File: src/rtl/mul_pkg.sv
package mul_pkg;
  typedef enum logic [1:0] {
    OP_NOP = 2'd0,
    OP_ADD = 2'd1,
    OP_SUB = 2'd2
  } step_op_e;
endpackage

File: src/rtl/mul_step_decode.sv
module mul_step_decode
  import mul_pkg::*;
(
  input  logic     booth_i,
  input  logic     lsb_i,
  input  logic     prev_i,
  output step_op_e op_o
);
  always_comb begin
    op_o = OP_NOP;
    if (booth_i) begin
      case ({lsb_i, prev_i})
        2'b10:   op_o = OP_SUB;
        2'b01:   op_o = OP_ADD;
        default: op_o = OP_NOP;
      endcase
    end else if (lsb_i) begin
      op_o = OP_ADD;
    end
  end
endmodule

File: src/rtl/mul_addsub.sv
module mul_addsub
  import mul_pkg::*;
#(
  parameter int N = 32
) (
  input  logic [N-1:0] acc_i,
  input  logic [N-1:0] addend_i,
  input  logic         sext_i,
  input  step_op_e     op_i,
  output logic [N:0]   res_o
);
  logic [N:0] acc_x;
  logic [N:0] add_x;

  assign acc_x = {sext_i & acc_i[N-1], acc_i};
  assign add_x = {sext_i & addend_i[N-1], addend_i};

  always_comb begin
    case (op_i)
      OP_ADD:  res_o = acc_x + add_x;
      OP_SUB:  res_o = acc_x - add_x;
      default: res_o = acc_x;
    endcase
  end
endmodule

File: src/rtl/mul_step_ctr.sv
module mul_step_ctr #(
  parameter int N = 32
) (
  input  logic clk,
  input  logic rst_n,
  input  logic clr_i,
  input  logic adv_i,
  output logic last_o
);
  localparam int CW = $clog2(N + 1);
  localparam logic [CW-1:0] LAST = CW'(N - 1);

  logic [CW-1:0] cnt_q;

  always_ff @(posedge clk or negedge rst_n) begin
    if (!rst_n)     cnt_q <= '0;
    else if (clr_i) cnt_q <= '0;
    else if (adv_i) cnt_q <= cnt_q + 1'b1;
  end

  assign last_o = (cnt_q == LAST);
endmodule

File: src/rtl/seq_mul.sv
module seq_mul
  import mul_pkg::*;
#(
  parameter int N = 32
) (
  input  logic         clk,
  input  logic         rst_n,
  input  logic         start,
  input  logic         signed_mode,
  input  logic [N-1:0] mcand_i,
  input  logic [N-1:0] mplier_i,
  output logic         busy,
  output logic         done,
  output logic [N-1:0] prod_hi,
  output logic [N-1:0] prod_lo
);
  localparam int PW = 2 * N;

  logic [PW-1:0] prod_q;
  logic [N-1:0]  mcand_q;
  logic          prev_q;
  logic          booth_q;
  logic          busy_q;
  logic          done_q;

  logic          accept;
  logic          last;
  step_op_e      op;
  logic [N:0]    step_res;

  assign accept = start && !busy_q;

  mul_step_decode u_dec (
    .booth_i (booth_q),
    .lsb_i   (prod_q[0]),
    .prev_i  (prev_q),
    .op_o    (op)
  );

  mul_addsub #(.N(N)) u_alu (
    .acc_i    (prod_q[PW-1:N]),
    .addend_i (mcand_q),
    .sext_i   (booth_q),
    .op_i     (op),
    .res_o    (step_res)
  );

  mul_step_ctr #(.N(N)) u_ctr (
    .clk    (clk),
    .rst_n  (rst_n),
    .clr_i  (accept),
    .adv_i  (busy_q),
    .last_o (last)
  );

  always_ff @(posedge clk or negedge rst_n) begin
    if (!rst_n) begin
      prod_q  <= '0;
      mcand_q <= '0;
      prev_q  <= 1'b0;
      booth_q <= 1'b0;
      busy_q  <= 1'b0;
      done_q  <= 1'b0;
    end else begin
      done_q <= 1'b0;
      if (busy_q) begin
        prod_q <= {step_res, prod_q[N-1:1]};
        prev_q <= prod_q[0];
        if (last) begin
          busy_q <= 1'b0;
          done_q <= 1'b1;
        end
      end else if (start) begin
        prod_q  <= {{N{1'b0}}, mplier_i};
        mcand_q <= mcand_i;
        booth_q <= signed_mode;
        prev_q  <= 1'b0;
        busy_q  <= 1'b1;
      end
    end
  end

  assign busy    = busy_q;
  assign done    = done_q;
  assign prod_hi = prod_q[PW-1:N];
  assign prod_lo = prod_q[N-1:0];
endmodule

File: config.mk
export PLATFORM = sky130hd
export DESIGN_NAME = seq_mul
export DESIGN_NICKNAME = d
export VERILOG_FILES = /design/src/rtl/mul_pkg.sv /design/src/rtl/mul_step_decode.sv /design/src/rtl/mul_addsub.sv /design/src/rtl/mul_step_ctr.sv /design/src/rtl/seq_mul.sv
export SDC_FILE = /design/constraint.sdc
export NUM_CORES = 1
export LEC_CHECK = 0
export ABC_AREA = 1
export CAP_MARGIN = 20
export CORE_MARGIN = 2
export CORE_UTILIZATION = 45
export DETAILED_ROUTE_END_ITERATION = 12
export GPL_TIMING_DRIVEN = 0
export PLACE_DENSITY_LB_ADDON = 0.05
export RECOVER_POWER = 25
export SETUP_SLACK_MARGIN = 0.2
export SKIP_CTS_REPAIR_TIMING = 1
export SLEW_MARGIN = 0
export SYNTH_ARGS = -nofsm -noshare
export SYNTH_HDL_FRONTEND = slang
export SYNTH_SLANG_ARGS = --single-unit
File: constraint.sdc
create_clock -name clk -period 9.2 [get_ports clk]
set_input_delay 0.92 -clock clk [delete_from_list [all_inputs] [get_ports clk]]
set_output_delay 0.92 -clock clk [all_outputs]
set_load 0.02 [all_outputs]
==> results.json <==
{
  "crit_chain": "clkbuf_1, clkbuf_1",
  "timing.final.crit_share": 0.599,
  "worstSetupEndpointType": "async pin",
  "synth_common_cells": "nand2_1 (476), inv_1 (176), dfrtp_1 (106), nor2_1 (104), nand3_1 (85)",
  "num_vias": 8171,
  "synth-main-ff-cell": "dfrtp_1",
  "rows": 48,
  "grt_max_degree": 61,
  "globalRoute.totalOverflow": 0,
  "seqCellArea_um2": 2650,
  "dieArea_um2": 18700,
  "ys_async_sr_fraction": 1.00,
  "chipHeight_um": 137,
  "worstPathRequired_ns": 8.95,
  "grt_use_met2": 0.431,
  "antenna_left": 0,
  "cp.buffers_inverters": 2,
  "worst_slew_pin_slew_ns": 3.23,
  "path_delay_family": "buffers and inverters",
  "hold_viol": 0,
  "coreArea_um2": 17300,
  "relSlewSlack": -1.15,
  "start_util": 0.460,
  "grt_pass1_vias": 7547,
  "violations": "capacitance limit, slew limit",
  "synth_top_area_frac": 0.334,
  "cpPeakStageDelay_ns": 2.39,
  "crit_path_frequent_cell": "clkbuf_1",
  "drive_gt1_frac": 0.0409,
  "insertion_delay_ns": 0.37,
  "slowest_stage": "clkbuf_1",
  "setup_viol": 0,
  "outcome": "finished with violations",
  "synth_edf_count": 0,
  "synth_most_common_cell": "nand2_1",
  "rsz0062_at_grt": "no",
  "clk_pin_slew_ns": 0.08,
  "grtUsageMet3": 0.0367,
  "vias_per_cell": 5.04,
  "hp-class": "flip-flop to flip-flop",
  "synthesis.area_um2": 7950,
  "crit_type": "primary input to async pin",
  "worstPathMaxFanout": 60,
  "n_antenna_cell": 0,
  "numCtsBuffers": 9,
  "layout-area-overhead-vs-synth_pct": 24.3,
  "worstPathArrival_ns": 5.26,
  "fin_skew_ns": 0.0119,
  "fp.dieW_um": 137,
  "synth-seq-area-share": 0.334,
  "finalMaxSlewViolations": 109,
  "syn_inst": 1245,
  "synth_area_leaders": "dfrtp_1 (33%), nand2_1 (22%), inv_1 (8.3%)",
  "h-tree-depth": 3,
  "cts_max_path_buffers": 2,
  "grt_usage": 0.274,
  "syn_nets": 1349,
  "fin_tns_setup_ns": 0,
  "cts_sinks": 106,
  "period_minus_slack_ns": 5.51,
  "port_buffers": 133,
  "top_usage_layer": "met2",
  "fillers": 1755,
  "avgSynthCellArea_um2": 6.39,
  "synth_top_cell_by_area": "dfrtp_1",
  "multi_input_area_um2": 4470,
  "drc": 0,
  "ioPinCount": 134,
  "cap_violations": 2,
  "antenna_found_initial": 0,
  "gp_congestion": 0.932,
  "grt_pass1_wl_um": 39200,
  "wl_per_cell_um": 15.4,
  "yosysUniqueCellTypes": 43,
  "drtPass1Iterations": 5,
  "use_met1": 0.400,
  "cts_tree": "yes",
  "routed_wl_um": 24900,
  "timing.fmax_ghz": 0.181,
  "drt_iter0_drc": 540,
  "final_nets": 1494,
  "ys_ff_latch": 106,
  "start_kind": "primary input",
  "yosys_warnings": 0,
  "root_buffer": "clkbuf_16",
  "dpl.hpwl_um": 19900
}
[cell usage in the layout, fill, tap and decap left out, drive strengths merged]
cell / count
a31oi: 1
or2: 1
nor3: 16
nand4: 9
ha: 35
mux2i: 1
nor2: 115
a21o: 1
o22ai: 2
o211ai: 1
nor3b: 2
bufinv: 2
xnor2: 5
nand3: 87
fa: 1
o21ai: 67
inv: 184
clkdlybuf4s50: 132
clkbuf: 34
nand3b: 3
nand2: 486
and2: 1
nor4: 3
a21oi: 41
a32oi: 1
buf: 12
clkinvlp: 1
o31ai: 2
clkinv: 1
o21bai: 6
dfrtp: 106
a22o: 1
o21a: 1
xor2: 34
[path summary, 6_finish.rpt]
path | start | end | slack, ns | depth (start not counted)
hold / removal | u_ctr.cnt_q[5] | done | 0.48 | 1
max in group clk | prod_q[0] | prod_q[62] | 5.47 | 21
min in group asynchronous | rst_n | prod_q[38] | 1.41 | 1
setup reg to reg | prod_q[0] | prod_q[62] | 5.47 | 21
setup / recovery | rst_n | mcand_q[21] | 3.69 | 2
hold reg to reg | u_ctr.cnt_q[5] | done | 0.48 | 1
[registers in the layout (all words and copies together) (netlist names)]
| signal | cells |
|---|---|
| prod_q | 64 |
| mcand_q | 32 |
| u_ctr.cnt_q | 6 |
| booth_q | 1 |
| busy | 1 |
| done | 1 |
| prev_q | 1 |
[layout make-up]
| cell class | count | area share |
|---|---|---|
| Multi-Input combinational cell | 923 | 0.452 |
| Sequential cell | 106 | 0.268 |
| Timing Repair Buffer | 134 | 0.134 |
| Inverter | 182 | 0.0691 |
| Tap cell | 225 | 0.0285 |
| Clock buffer | 10 | 0.0232 |
| Buffer | 34 | 0.0148 |
| Clock inverter | 6 | 0.00975 |
[cells by family (layout without fill, tap and decap cells)]
kind of cell / count (synthesis) / in the layout / synth area share
muxes: 1 / 1 / 0.00126
DFF: 106 / 106 / 0.334
adders and majority gates: 36 / 36 / 0.0576
buffers and inverters: 216 / 366 / 0.104
xor gates and xnor gates: 39 / 39 / 0.0430
and+or+nand+nor: 723 / 723 / 0.377
AOI/OAI and AO/OA: 124 / 124 / 0.0836
[metrics by stage]
step	worst slack, ns	hold WS [ns]	cell area (um2)	utilization	cells
finish	3.69	0.479	9890	0.572	1620
global route	2.61	0.517	9890	0.572	1620
CTS	5.51	0.486	9910	0.573	1620
detailed placement	5.54	0.461	9590	0.554	1604
global placement	2.92	0.469	9560	0.553	1603
floorplan	6.32	0.435	7950	-	1245
[routing by layer]
metal  vias to the layer above  wire length [um]
li1                       4155                 -
met1                      3770             12200
met2                       219             11000
met3                        27              1300
met4                         0               396
met5                         -                 0
Power is left out: the tool's default activity adds up to more than one toggle a clock period on the data nets, which glitch-free logic cannot reach.
